==> src/rtl/e1ovr_pkg.sv <==
package e1ovr_pkg;
  localparam int TS_PER_FRAME = 32;
  localparam int FRM_PER_MF   = 16;
  localparam int FRM_PER_SMF  = 8;
  localparam int TS_W   = $clog2(TS_PER_FRAME);
  localparam int FRM_W  = $clog2(FRM_PER_MF);
  localparam int SMF_W  = $clog2(FRM_PER_SMF);
  localparam int CRC_W  = 4;
  localparam int E_FRM_A = 13;
  localparam int E_FRM_B = 15;
  localparam int C_BIT = 7;
  localparam int A_BIT = 5;
  localparam int E_BIT = 7;

  typedef enum logic [1:0] {
    CRC_PASS  = 2'b00,
    CRC_ONES  = 2'b01,
    CRC_CALC  = 2'b10,
    CRC_BAD   = 2'b11
  } crc_sel_e;

  typedef struct packed {
    logic     bufBit;
    logic     ais;
    logic     eAuto;
    logic     aFromBuf;
    logic     rsvd;
    crc_sel_e crcMode;
    logic     en;
  } cfg_t;

  typedef struct packed {
    logic       en;
    logic       ais;
    crc_sel_e   crcMode;
    logic       aFromBuf;
    logic       aVal;
    logic       eAuto;
    logic       eVal;
    logic       payload;
    logic       cSlot;
    logic       aSlot;
    logic       eSlot;
    logic       smfFirst;
    logic       smfLast;
    logic [1:0] cIdx;
  } ovr_strobe_t;

  function automatic logic [CRC_W-1:0] crc4Byte(input logic [CRC_W-1:0] seed,
                                               input logic [7:0] din);
    logic [CRC_W-1:0] c;
    logic fb;
    c = seed;
    for (int i = 7; i >= 0; i--) begin
      fb = c[CRC_W-1] ^ din[i];
      c  = {c[CRC_W-2:0], 1'b0} ^ (fb ? 4'b0011 : 4'b0000);
    end
    return c;
  endfunction
endpackage

==> src/rtl/e1ovr_ctrl.sv <==
module e1ovr_ctrl
  import e1ovr_pkg::*;
(
  input  logic        clk,
  input  logic        rstN,
  input  logic        inValid,
  input  logic        inFrameStart,
  input  logic        inMfStart,
  input  logic        cfgWe,
  input  logic [7:0]  cfgData,
  input  logic        crcResValid,
  input  logic        crcResOk,
  output ovr_strobe_t strb
);
  logic [TS_W-1:0]  tsReg, curTs;
  logic [FRM_W-1:0] frmReg, curFrm;
  cfg_t shadowCfg, activeCfg, effCfg;
  logic [1:0] eHist;
  logic mfHit, tsZero;

  assign mfHit  = inValid && inMfStart;
  assign curTs  = (inMfStart || inFrameStart) ? '0 : tsReg + 1'b1;
  assign curFrm = inMfStart ? '0 : (inFrameStart ? frmReg + 1'b1 : frmReg);
  assign effCfg = mfHit ? shadowCfg : activeCfg;
  assign tsZero = (curTs == '0);

  always_ff @(posedge clk or negedge rstN) begin
    if (!rstN) begin
      tsReg     <= '0;
      frmReg    <= '0;
      shadowCfg <= '0;
      activeCfg <= '0;
      eHist     <= 2'b11;
    end else begin
      if (inValid) begin
        tsReg  <= curTs;
        frmReg <= curFrm;
      end
      if (mfHit) activeCfg <= shadowCfg;
      if (cfgWe) shadowCfg <= cfgData;
      if (crcResValid) eHist <= {eHist[0], crcResOk};
    end
  end

  always_comb begin
    strb          = '0;
    strb.en       = effCfg.en;
    strb.ais      = effCfg.ais;
    strb.crcMode  = effCfg.crcMode;
    strb.aFromBuf = effCfg.aFromBuf;
    strb.aVal     = effCfg.bufBit;
    strb.eAuto    = effCfg.eAuto;
    strb.eVal     = (curFrm == FRM_W'(E_FRM_A)) ? eHist[1] : eHist[0];
    strb.payload  = !tsZero;
    strb.cSlot    = tsZero && !curFrm[0];
    strb.aSlot    = tsZero && curFrm[0];
    strb.eSlot    = tsZero && (curFrm == FRM_W'(E_FRM_A) || curFrm == FRM_W'(E_FRM_B));
    strb.smfFirst = tsZero && (curFrm[SMF_W-1:0] == '0);
    strb.smfLast  = (curTs == TS_W'(TS_PER_FRAME-1)) && (curFrm[SMF_W-1:0] == SMF_W'(FRM_PER_SMF-1));
    strb.cIdx     = curFrm[SMF_W-1:1];
  end

  // the active configuration only moves on a multiframe-start byte
  a_r3_cfg_hold: assert property (@(posedge clk) disable iff (!rstN)
    !mfHit |=> $stable(activeCfg));
endmodule

==> src/rtl/e1ovr_datapath.sv <==
module e1ovr_datapath
  import e1ovr_pkg::*;
(
  input  logic        clk,
  input  logic        rstN,
  input  logic        inValid,
  input  logic [7:0]  inData,
  input  ovr_strobe_t strb,
  output logic [7:0]  outData,
  output logic        outValid
);
  logic [7:0] stage1, crcView, nextByte;
  logic [CRC_W-1:0] crcAcc, crcHold, crcNext;

  always_comb begin
    stage1 = inData;
    if (strb.en) begin
      if (strb.payload && strb.ais) stage1 = 8'hFF;
      if (strb.aSlot && strb.aFromBuf) stage1[A_BIT] = strb.aVal;
      if (strb.eSlot && strb.eAuto) stage1[E_BIT] = strb.eVal;
    end
    crcView = stage1;
    if (strb.cSlot) crcView[C_BIT] = 1'b0;
    nextByte = stage1;
    if (strb.en && strb.cSlot) begin
      unique case (strb.crcMode)
        CRC_ONES: nextByte[C_BIT] = 1'b1;
        CRC_CALC: nextByte[C_BIT] = crcHold[2'd3 - strb.cIdx];
        default:  nextByte[C_BIT] = stage1[C_BIT];
      endcase
    end
  end

  assign crcNext = crc4Byte(strb.smfFirst ? '0 : crcAcc, crcView);

  always_ff @(posedge clk or negedge rstN) begin
    if (!rstN) begin
      crcAcc   <= '0;
      crcHold  <= '0;
      outData  <= '0;
      outValid <= 1'b0;
    end else begin
      outValid <= inValid;
      if (inValid) begin
        outData <= nextByte;
        crcAcc  <= crcNext;
        if (strb.smfLast) crcHold <= crcNext;
      end
    end
  end

  // valid follows input with one cycle latency
  a_r1_latency: assert property (@(posedge clk) disable iff (!rstN)
    inValid |=> outValid);
  a_r1_idle: assert property (@(posedge clk) disable iff (!rstN)
    !inValid |=> !outValid);
  // disabled means byte-exact pass-through
  a_r2_bypass: assert property (@(posedge clk) disable iff (!rstN)
    (inValid && !strb.en) |=> outData == $past(inData));
  // forced-one C-bits
  a_r4_c_ones: assert property (@(posedge clk) disable iff (!rstN)
    (inValid && strb.en && strb.cSlot && strb.crcMode == CRC_ONES) |=> outData[C_BIT]);
  // A-bit from buffer
  a_r6_abit: assert property (@(posedge clk) disable iff (!rstN)
    (inValid && strb.en && strb.aSlot && strb.aFromBuf) |=> outData[A_BIT] == $past(strb.aVal));
  // E-bit driven from stored CRC result
  a_r7_ebit: assert property (@(posedge clk) disable iff (!rstN)
    (inValid && strb.en && strb.eSlot && strb.eAuto) |=> outData[E_BIT] == $past(strb.eVal));
  // alarm fill of payload timeslots
  a_r8_ais_fill: assert property (@(posedge clk) disable iff (!rstN)
    (inValid && strb.en && strb.ais && strb.payload) |=> outData == 8'hFF);
endmodule

==> src/rtl/e1_ovr_rewriter.sv <==
module e1_ovr_rewriter
  import e1ovr_pkg::*;
(
  input  logic       clk,
  input  logic       rstN,
  input  logic [7:0] inData,
  input  logic       inValid,
  input  logic       inFrameStart,
  input  logic       inMfStart,
  input  logic       cfgWe,
  input  logic [7:0] cfgData,
  input  logic       crcResValid,
  input  logic       crcResOk,
  output logic [7:0] outData,
  output logic       outValid
);
  ovr_strobe_t strb;

  e1ovr_ctrl u_ctrl (
    .clk(clk), .rstN(rstN), .inValid(inValid), .inFrameStart(inFrameStart),
    .inMfStart(inMfStart), .cfgWe(cfgWe), .cfgData(cfgData),
    .crcResValid(crcResValid), .crcResOk(crcResOk), .strb(strb)
  );

  e1ovr_datapath u_dp (
    .clk(clk), .rstN(rstN), .inValid(inValid), .inData(inData), .strb(strb),
    .outData(outData), .outValid(outValid)
  );
endmodule

==> config.mk <==
export PLATFORM = sky130hd
export DESIGN_NAME = e1_ovr_rewriter
export DESIGN_NICKNAME = d
export VERILOG_FILES = /design/src/rtl/e1ovr_pkg.sv /design/src/rtl/e1ovr_ctrl.sv /design/src/rtl/e1ovr_datapath.sv /design/src/rtl/e1_ovr_rewriter.sv
export SDC_FILE = /design/constraint.sdc
export NUM_CORES = 1
export LEC_CHECK = 0
export BUFFER_PORTS_ARGS = -buffer_cell sky130_fd_sc_hd__buf_4
export CAP_MARGIN = 5
export CORE_MARGIN = 5
export CORE_UTILIZATION = 35
export CTS_CLUSTER_DIAMETER = 100
export DETAILED_ROUTE_END_ITERATION = 8
export GPL_TIMING_DRIVEN = 0
export PLACE_DENSITY = 0.62
export SLEW_MARGIN = 20
export SYNTH_ARGS = -nofsm -noshare
export SYNTH_HDL_FRONTEND = slang
export SYNTH_SLANG_ARGS = --single-unit
==> constraint.sdc <==
create_clock -name clk -period 7.2 [get_ports clk]
set_input_delay 0.36 -clock clk [delete_from_list [all_inputs] [get_ports clk]]
set_output_delay 0.36 -clock clk [all_outputs]
set_load 0.01 [all_outputs]
==> results of run 1 <==
[stage by stage]
step | hold WS [ns] | instances | instance area [sq um] | utilization (%) | setup slack [ns]
finish | 0.04887 | 344 | 2804 | 41.73 | 4.019
global route | 0.08535 | 344 | 2804 | 41.73 | 3.744
CTS | 0.06325 | 344 | 2804 | 41.73 | 3.970
detailed placement | 0.3863 | 336 | 2713 | 40.37 | 3.988
global placement | 0.3862 | 336 | 2713 | 40.37 | 4.005
floorplan | 0.06441 | 226 | 2387 | - | 4.394
[logic make-up (layout without fill, tap and decap cells)]
group | Yosys count | after routing | share of synthesized area, %
multiplexers | 35 | 35 | 16.56
buffers and inverters | 22 | 60 | 4.402
AO/OA/AOI/OAI | 36 | 36 | 10.80
flip-flops | 42 | 42 | 44.13
adder cells (fa/ha/maj) | 4 | 4 | 2.097
XOR/XNOR | 21 | 21 | 7.704
AND/OR/NAND/NOR | 66 | 66 | 14.31
[registers in the layout (all words and copies together) (netlist names)]
| name | flops |
|---|---|
| u_ctrl.eHist | 2 |
| u_dp.outData | 8 |
| u_ctrl.frmReg | 4 |
| u_dp.outValid | 1 |
| u_dp.crcAcc | 4 |
| u_ctrl.activeCfg | 7 |
| u_ctrl.tsReg | 5 |
| u_dp.crcHold | 4 |
| u_ctrl.shadowCfg | 7 |
[layout by cell type, fill, tap and decap left out, types with 2 or more instances in the layout]
master      n
dfrtp_1    40
buf_4      32
mux2_2     26
nor2_1     24
xnor2_1    16
a21oi_1    13
nand2_1    11
inv_1      11
mux2i_1     8
clkbuf_1    7
o21ai_0     7
nand3_1     6
clkbuf_8    6
nand4_1     5
xor2_1      5
ha_1        4
nand2b_1    3
o22ai_1     3
buf_6       2
nand4bb_1   2
nor4b_1     2
o211ai_2    2
and3_1      2
nor3_1      2
dfstp_2     2
[final timing paths]
| check | cells after the start | endpoint | startpoint |
|---|---|---|---|
| setup reg to reg | 10 | u_dp.crcAcc[3] | u_ctrl.frmReg[1] |
| min in group clk | 1 | u_dp.outValid | inValid |
| max in group asynchronous | 1 | u_ctrl.eHist[0] | rstN |
| hold reg to reg | 1 | u_ctrl.shadowCfg[6] | u_ctrl.shadowCfg[6] |
| hold / removal | 1 | u_ctrl.shadowCfg[1] | rstN |
| setup / recovery | 10 | u_dp.crcAcc[3] | u_ctrl.frmReg[1] |
[cell type report]
type | count | area [sq um]
fillers | 644 | 3915
multi-input cells | 162 | 1229
flip-flops and latches | 42 | 1054
repair buffers | 30 | 225.2
well taps | 80 | 100.1
clock buffers | 7 | 86.33
plain buffers | 10 | 60.06
inverters | 12 | 45.04
clock inverters | 1 | 5.005
[power groups by stage]
stage                     Clock [uW]  Sequential [uW]  Combinational [uW]
after floorplan                    0              300                 145
after global placement             0              303                 196
after detailed placement           0              304                 199
after CTS                        165              300                 200
after global routing             176              305                 221
final                            159              299                 197
[routing by layer]
| metal | up-vias | GRT usage (%) |
|---|---|---|
| met3 | 6 | 2.843 |
| met2 | 26 | 20.73 |
| met1 | 828 | 15.66 |
| met5 | - | 0 |
| li1 | 867 | - |
| met4 | 0 | 4.084 |
[worst reg2reg max path, cell delays in order, from the launching register on]
cell      delay (ns)
dfrtp_1         0.44
ha_1            0.23
nand2b_1        0.16
o311a_1         0.34
nor4b_1         0.48
mux2i_1         0.41
o221ai_4        0.21
a211o_1         0.31
o211ai_2        0.10
xor2_1          0.12
mux2_2          0.27
==> impl_metrics.py, run 1 <==
metrics = {
    "routing": {
        "vias": 1727,
        "routed_wl_um": 4904,
        "met2_length_um": 2416,
        "wl_met3_um": 184,
        "top_layer_used": "met4",
        "dr.first_iter.drc_count": 114,
        "wl_met1_um": 2235,
        "via_per_inst": 5.020,
        "dr.pass1.iters": 4,
        "route.detailed.drc": 0,
        "routedWlPerCell_um": 14.26,
        "ant_nets": 0,
    },
    "pwr": {
        "leakagePower_uw": 0.001233,
        "p_clk_share_pct": 24.2,
        "p_comb_share_pct": 30.1,
        "p_per_area_mw_per_mm2": 233.7,
        "p_total_uw": 655.4,
        "netSwitchingPower_uw": 206.9,
        "p_sw_share_pct": 31.57,
        "internal_power_uw": 448.5,
        "seq_power_share_pct": 45.6,
        "peakVddDrop_mv": 0.1163,
    },
    "setup_path": {
        "crit_chain": "ha_1 -> nand2b_1 -> o311a_1 -> nor4b_1 -> mux2i_1 -> o221ai_4 -> a211o_1 -> o211ai_2 -> xor2_1 -> mux2_2",
        "rrSetupSlack_ns": 4.02,
        "critPathArrivalTime_ns": 3.36,
        "cp.required_ns": 7.38,
        "critPathSlowestCell": "nor4b_1",
        "critPathBufInv": 0,
        "path_class": "reg2reg",
        "path_delay_family": "compound AO/OA/AOI/OAI gates",
        "crit_path_end_kind": "flop",
        "critPathLaunchType": "flop",
        "cp_max_fo": 5,
        "cp_slowest_stage_delay_ns": 0.48,
    },
    "timing": {
        "fmax_mhz": 314.4,
        "setup_violations": 0,
        "slew_viol_final": 0,
        "timing.setup.tns_ns": 0,
        "hold_violations": 0,
        "period_needed_ns": 3.181,
        "relSlewSlack_pct": 50.19,
        "worstMarginPinSlew_ns": 0.7471,
        "period_share_pct": 44.18,
        "skew_ns": 0.003182,
        "rsz0062_at_grt": "no",
    },
    "placement": {
        "numPortBuffers": 30,
        "hpwl_um": 3720,
        "gp_congestion": 0.8397,
    },
    "synth": {
        "synth_area_sq_mm": 0.002387,
        "synth_warnings": 0,
        "synthArstFlopShare_pct": 100.0,
        "ys_ff_latch": 42,
        "yosysMostFrequentCell": "dfrtp_1",
        "synth_area_leader_cell": "dfrtp_1",
        "synth_nets": 254,
        "ys.flop_type": "dfrtp_1",
        "synth_edf_count": 0,
        "syn_inst": 226,
        "seq_area_frac_synth_pct": 44.13,
        "synth_top_area_share_pct": 41.93,
        "syn_area_per_cell_sq_um": 10.56,
        "synthTopCellsByArea": "dfrtp_1 (42%), mux2_2 (12%), xnor2_1 (5.9%)",
        "synthTopCellsByCount": "dfrtp_1 (40), mux2_2 (26), nor2_1 (24), xnor2_1 (16), a21oi_1 (13)",
        "synth_cell_types": 46,
    },
    "clock_tree": {
        "clkSinkCount": 42,
        "cts_resized": 0,
        "insertion_delay_ns": 0.29,
        "hold_buffers": 0,
        "path_clk_slew_ns": 0.08,
        "ctsLongestPathBuffers": 2,
        "post_cts_buffers": 0,
        "root_buffer": "clkbuf_8",
        "tritoncts": "yes",
        "htreeDepth": 2,
        "cts_buffers": 5,
    },
    "grt": {
        "grt_pass1_wl_um": 8383,
        "grt_pass1_vias": 1796,
        "antenna_found_initial": 0,
        "overflow": 0,
        "grt_max_degree": 43,
        "grt_usage_pct": 12.36,
    },
    "hold_path": {
        "hp-class": "in2async",
    },
    "floorplanning": {
        "core_sq_mm": 0.006719,
        "ios": 33,
        "rows": 30,
        "die_h_um": 92.59,
        "die-area_sq_mm": 0.008573,
        "initial_utilization_pct": 35.53,
        "fp.dieW_um": 92.59,
    },
    "layout": {
        "final_nets": 291,
        "syn2layout_area_growth_pct": 17.45,
        "drive_gt1_share_pct": 30.68,
        "antennaDiodeCount": 0,
    },
    "outcome": {
        "status": "finished clean",
    },
    "job": {
        "cap_viol_max_count": 0,
    },
}
Power figures use the tool's default switching activity.
==> inputs of run 2 (changes only) <==
--- a/config.mk
+++ b/config.mk
@@ -12,7 +12,7 @@
 export CTS_CLUSTER_DIAMETER = 100
 export DETAILED_ROUTE_END_ITERATION = 8
 export GPL_TIMING_DRIVEN = 0
-export PLACE_DENSITY = 0.62
+export PLACE_DENSITY = 0.64
 export SLEW_MARGIN = 20
 export SYNTH_ARGS = -nofsm -noshare
 export SYNTH_HDL_FRONTEND = slang
==> constraint.sdc (replaced) <==
create_clock -name clk -period 2.6 [get_ports clk]
set_input_delay 0.13 -clock clk [delete_from_list [all_inputs] [get_ports clk]]
set_output_delay 0.13 -clock clk [all_outputs]
set_load 0.01 [all_outputs]
==> run 2 against run 1 <==
Net effect:
- register-to-register slack got worse by 4.3 ns
- the flow now finishes with violations (negative setup slack)
- setup slack lost 4.3 ns
- critical path type unchanged
- sequential cell count unchanged
- largest cell class unchanged
- die area is the same
- via count is 4.3% higher
- maximum frequency grew 12%
- routed wire length rose by 5.5%
==> impl_metrics.py, run 2 (synthesis results as in run 1) <==
metrics = {
    "routing": {
        "routed_wl_um": 5173,
        "ant_nets": 0,
        "vias": 1801,
        "routedWlPerCell_um": 14.57,
        "via_per_inst": 5.073,
        "route.detailed.drc": 0,
        "dr.first_iter.drc_count": 28,
        "dr.pass1.iters": 4,
    },
    "setup_path": {
        "critPathLaunchType": "flop",
        "r2r.worst_path.cells": 10,
        "rrSetupSlack_ns": -0.23,
        "cp_max_fo": 5,
        "r2r_end": "u_dp.crcHold[3]",
        "cp.required_ns": 2.78,
        "crit_path_end_kind": "flop",
        "path_class": "reg2reg",
        "r2r-start": "u_ctrl.frmReg[1]",
        "critPathArrivalTime_ns": 3.01,
    },
    "layout": {
        "fillCellCount": 632,
        "reg_top3": "u_dp.outData: 8 flops, u_ctrl.activeCfg: 7 flops, u_ctrl.shadowCfg: 7 flops",
        "layout_commonest_cell": "buf_4",
        "regArea_sq_mm": 0.001055,
        "fin_cells": 355,
        "layout_common_cells": "buf_4 (42), dfrtp_1 (39), mux2_2 (23)",
        "largest_reg_flops": 8,
        "drive_gt1_share_pct": 41.09,
        "multiInputGateArea_sq_mm": 0.001394,
        "antennaDiodeCount": 0,
        "syn2layout_area_growth_pct": 28.20,
        "final_nets": 302,
        "top_register": "u_dp.outData",
    },
    "grt": {
        "grt_pass1_wl_um": 9025,
        "grt_pass1_vias": 1899,
        "grt_max_degree": 43,
        "overflow": 0,
        "antenna_found_initial": 0,
        "grt_usage_pct": 13.13,
    },
    "floorplanning": {
        "initial_utilization_pct": 35.53,
        "die-area_sq_mm": 0.008573,
        "fp.dieW_um": 92.59,
        "ios": 33,
        "die_h_um": 92.59,
        "rows": 30,
        "core_sq_mm": 0.006719,
    },
    "placement": {
        "dpl_worst_slack_ns": -0.5935,
        "hpwl_um": 3832,
        "gp_congestion": 0.8198,
        "dp_cells": 336,
        "numPortBuffers": 30,
    },
    "clock_tree": {
        "path_clk_slew_ns": 0.08,
        "cts_buffers": 5,
        "htreeDepth": 2,
        "root_buffer": "clkbuf_8",
        "tritoncts": "yes",
        "clkSinkCount": 42,
        "ctsLongestPathBuffers": 2,
        "insertion_delay_ns": 0.29,
    },
    "timing": {
        "finalWorstSetupSlack_ns": -0.2348,
        "slew_viol_final": 0,
        "worstMarginPinSlew_ns": 0.5346,
        "relSlewSlack_pct": 64.36,
        "skew_ns": 0.009923,
        "setup_violations": 6,
        "period_share_pct": 109.0,
        "rsz0062_at_grt": "yes",
        "hold_violations": 0,
        "period_needed_ns": 2.835,
        "fmax_mhz": 352.8,
    },
    "job": {
        "cap_viol_max_count": 0,
    },
    "pwr": {
        "p_per_area_mw_per_mm2": 617.3,
        "peakVddDrop_mv": 0.3038,
        "leakagePower_uw": 0.001326,
    },
    "hold_path": {
        "hold_depth": 2,
        "hp-class": "in2reg",
        "min_to": "u_ctrl.shadowCfg[4]",
        "min_from": "cfgData[4]",
    },
    "outcome": {
        "status": "finished, violations left",
        "violations": "negative setup slack",
    },
}
run 2: worst max-delay path by stage:
stage                           from               to  cells after the start
finish              u_ctrl.frmReg[1]  u_dp.crcHold[3]                     10
global route        u_ctrl.frmReg[1]  u_dp.crcHold[3]                     10
CTS                 u_ctrl.frmReg[1]  u_dp.crcHold[3]                     10
detailed placement   u_ctrl.tsReg[1]  u_dp.crcHold[3]                     10
global placement     u_ctrl.tsReg[1]   u_dp.crcAcc[3]                     10
floorplan           u_ctrl.frmReg[1]   u_dp.crcAcc[3]                     10
run 2: area by class of cell:
cell class	instances	share of cell area, %
plain buffers	9	2.085
clock buffers	6	2.371
clock inverters	2	0.3271
inverters	12	1.472
multi-input cells	162	45.54
flip-flops and latches	42	34.46
well taps	80	3.271
repair buffers	42	10.47
run 2: repair_timing:
action / CTS / global route
endpoints found under the hold margin: 41 / 0
endpoints found under the setup margin: 12 / 9
gates resized for setup: 17 / 14
pin swaps: 9 / 7
buffers inserted: 8 / 2
hold buffers: 2 / 0
run 2: routing by layer:
layer | global-route usage, % | vias to the layer above | share of wire (%)
li1 | - | 887 | -
met2 | 22.78 | 30 | 50
met3 | 3.006 | 4 | 3.6
met4 | 3.342 | 0 | 0.77
met5 | 0 | - | 0
met1 | 16.41 | 880 | 46
run 2: through the flow:
step	power [uW]	TNS, ns	instance area, sq um	util, %	hold WS (ns)
after CTS	1863	-1.412	2983	44.39	0.05921
after global routing	2012	-1.811	3060	45.55	0.05160
after detailed placement	1407	-4.301	2723	40.52	0.1557
final	1889	-1.164	3060	45.55	0.07048
after floorplan	1234	-0.8411	2397	-	-0.1656
after global placement	1387	-4.158	2723	40.52	0.1518
run 2: worst max-delay path, stage by stage (launching register included):
cell and delay [ns]:
dfrtp_1 0.40, ha_2 0.18, nand2b_4 0.14, o311a_4 0.33, or4_4 0.44, or2_4 0.28
o221ai_4 0.20, a211o_1 0.15, o211ai_2 0.11, xor2_1 0.20, mux2_2 0.28
run 2: power by group:
group | total (uW) | internal, uW | leakage [uW] | switching, uW
Clock | 398 | 186 | 0.0000450 | 212
Combinational | 658 | 339 | 0.000772 | 319
Sequential | 834 | 751 | 0.000509 | 82.5
==> inputs of run 3 (changes only) <==
--- a/config.mk
+++ b/config.mk
@@ -7,6 +7,7 @@
 export LEC_CHECK = 0
 export BUFFER_PORTS_ARGS = -buffer_cell sky130_fd_sc_hd__buf_4
 export CAP_MARGIN = 5
+export CORE_ASPECT_RATIO = 0.5
 export CORE_MARGIN = 5
 export CORE_UTILIZATION = 35
 export CTS_CLUSTER_DIAMETER = 100
==> run 3 against run 2 <==
Net effect:
- the run still ends with negative setup slack left
- power is 12% higher
- hold slack better by 0.010 ns
- first-iteration DRC count grew to 3.1 times the previous value
==> impl_metrics.py, run 3 (synthesis results as in run 1) <==
metrics = {
    "outcome": {
        "status": "finished, violations left",
        "violations": "negative setup slack",
    },
    "routing": {
        "ant_nets": 0,
        "dr.first_iter.drc_count": 88,
        "routedWlPerCell_um": 14.65,
        "dr.pass1.iters": 4,
        "via_per_inst": 5.079,
        "routed_wl_um": 5346,
        "vias": 1854,
        "route.detailed.drc": 0,
    },
    "layout": {
        "multiInputGateArea_sq_mm": 0.001390,
        "layout_commonest_cell": "dfrtp_1",
        "drive_gt1_share_pct": 39.56,
        "reg_top3": "u_dp.outData: 8 flops, u_ctrl.activeCfg: 7 flops, u_ctrl.shadowCfg: 7 flops",
        "regArea_sq_mm": 0.001055,
        "final_nets": 300,
        "finalCoreUtilization_pct": 47.00,
        "antennaDiodeCount": 0,
        "layout_common_cells": "dfrtp_1 (39), buf_4 (38), nor2_1 (24)",
        "fillCellCount": 597,
        "top_register": "u_dp.outData",
        "syn2layout_area_growth_pct": 30.87,
        "largest_reg_flops": 8,
    },
    "grt": {
        "grt_pass1_wl_um": 9032,
        "grt_pass1_vias": 1842,
        "overflow": 0,
        "grt_max_degree": 43,
        "grt_usage_pct": 13.26,
        "antenna_found_initial": 0,
    },
    "clock_tree": {
        "root_buffer": "clkbuf_16",
        "path_clk_slew_ns": 0.06,
        "insertion_delay_ns": 0.28,
        "htreeDepth": 2,
        "clkSinkCount": 42,
        "tritoncts": "yes",
        "ctsLongestPathBuffers": 2,
        "cts_buffers": 5,
    },
    "placement": {
        "numPortBuffers": 30,
        "gp_congestion": 0.8408,
        "hpwl_um": 3882,
    },
    "timing": {
        "worstMarginPinSlew_ns": 0.5262,
        "rsz0062_at_grt": "yes",
        "relSlewSlack_pct": 64.92,
        "skew_ns": 0.009321,
        "fmax_mhz": 346.6,
        "period_share_pct": 111.0,
        "holdWs_ns": 0.08062,
        "period_needed_ns": 2.885,
        "hold_violations": 0,
        "setup_violations": 7,
        "timing.setup.tns_ns": -1.717,
        "finalWorstSetupSlack_ns": -0.2852,
        "slew_viol_final": 0,
    },
    "setup_path": {
        "critPathArrivalTime_ns": 3.04,
        "cp.required_ns": 2.76,
        "path_class": "reg2reg",
        "cp_max_fo": 8,
        "crit_path_end_kind": "flop",
        "critPathLaunchType": "flop",
    },
    "floorplanning": {
        "die_h_um": 68.40,
        "rows": 21,
        "core_sq_mm": 0.006648,
        "initial_utilization_pct": 35.91,
        "fp.dieW_um": 126.8,
        "die-area_sq_mm": 0.008673,
        "ios": 33,
    },
    "pwr": {
        "leakagePower_uw": 0.001350,
        "p_per_area_mw_per_mm2": 677.7,
        "peakVddDrop_mv": 0.3289,
    },
    "hold_path": {
        "hp-class": "in2reg",
    },
    "job": {
        "cap_viol_max_count": 0,
    },
}
-- run 3: changes by cell type in the layout (fill, tap and decap cells not counted), moves of 2 or more --
| cell | previous run | this run |
|---|---|---|
| buf_4 | 42 | 38 |
| clkbuf_8 | 5 | 1 |
| clkinv_2 | 2 | 0 |
| clkbuf_16 | 0 | 5 |
| nor2_1 | 22 | 24 |
-- run 3: cell type report --
type / count / share of cell area, %
Clock buffer: 8 / 4.686
Sequential cell: 42 / 33.76
Inverter: 12 / 1.442
Buffer: 9 / 1.922
Tap cell: 92 / 3.684
Multi-Input combinational cell: 162 / 44.49
Timing Repair Buffer: 40 / 10.01
-- run 3: final timing paths --
path | from | end | slack [ns] | cells past startpoint
max | u_ctrl.tsReg[0] | u_dp.crcAcc[3] | -0.29 | 10
min | cfgData[0] | u_ctrl.shadowCfg[0] | 0.08 | 2
max reg2reg | u_ctrl.tsReg[0] | u_dp.crcAcc[3] | -0.29 | 10
min reg2reg | u_ctrl.shadowCfg[2] | u_ctrl.shadowCfg[2] | 0.51 | 1
max in group asynchronous | rstN | u_ctrl.frmReg[2] | 1.82 | 2
min in group asynchronous | rstN | u_dp.outData[4] | 0.38 | 2
-- run 3: timing repair --
item,CTS,global route
hold buffers,2,0
endpoints found under the setup margin,15,9
endpoints found under the hold margin,41,0
pin swaps,15,13
resized for setup,23,8
setup buffers,6,3
cloned,0,0
-- run 3: where the power goes --
group / internal (uW) / switching, uW
registers: 753 / 88.2
logic: 338 / 327
clock network: 382 / 229
-- run 3: worst max-delay path, cell delays in order, from the launching register on --
cell      delay (ns)
dfrtp_1         0.42
ha_4            0.18
or3_4           0.33
a311oi_4        0.38
a21oi_4         0.16
or2_4           0.30
o221ai_4        0.22
a211o_1         0.18
o211ai_4        0.11
xor2_2          0.20
mux2_4          0.27
-- run 3: metrics by stage --
stage / setup slack (ns) / instance area (sq um) / power (uW) / instances
2_1_floorplan: -0.1623 / 2397 / 1234 / 226
3_3_place_gp: -0.5454 / 2738 / 1381 / 348
3_5_place_dp: -0.5867 / 2738 / 1408 / 348
4_1_cts: -0.3116 / 3089 / 2117 / 364
5_1_grt: -0.3722 / 3124 / 2238 / 365
6_report: -0.2852 / 3124 / 2117 / 365
-- run 3: metal layers --
metal	routed length, um	vias up	share of wire (%)	global-route usage, %
met4	99	0	1.9	3.610
met2	2619	41	49	22.63
li1	-	882	-	-
met5	0	-	0	0
met3	185	13	3.5	3.507
met1	2442	918	46	16.96
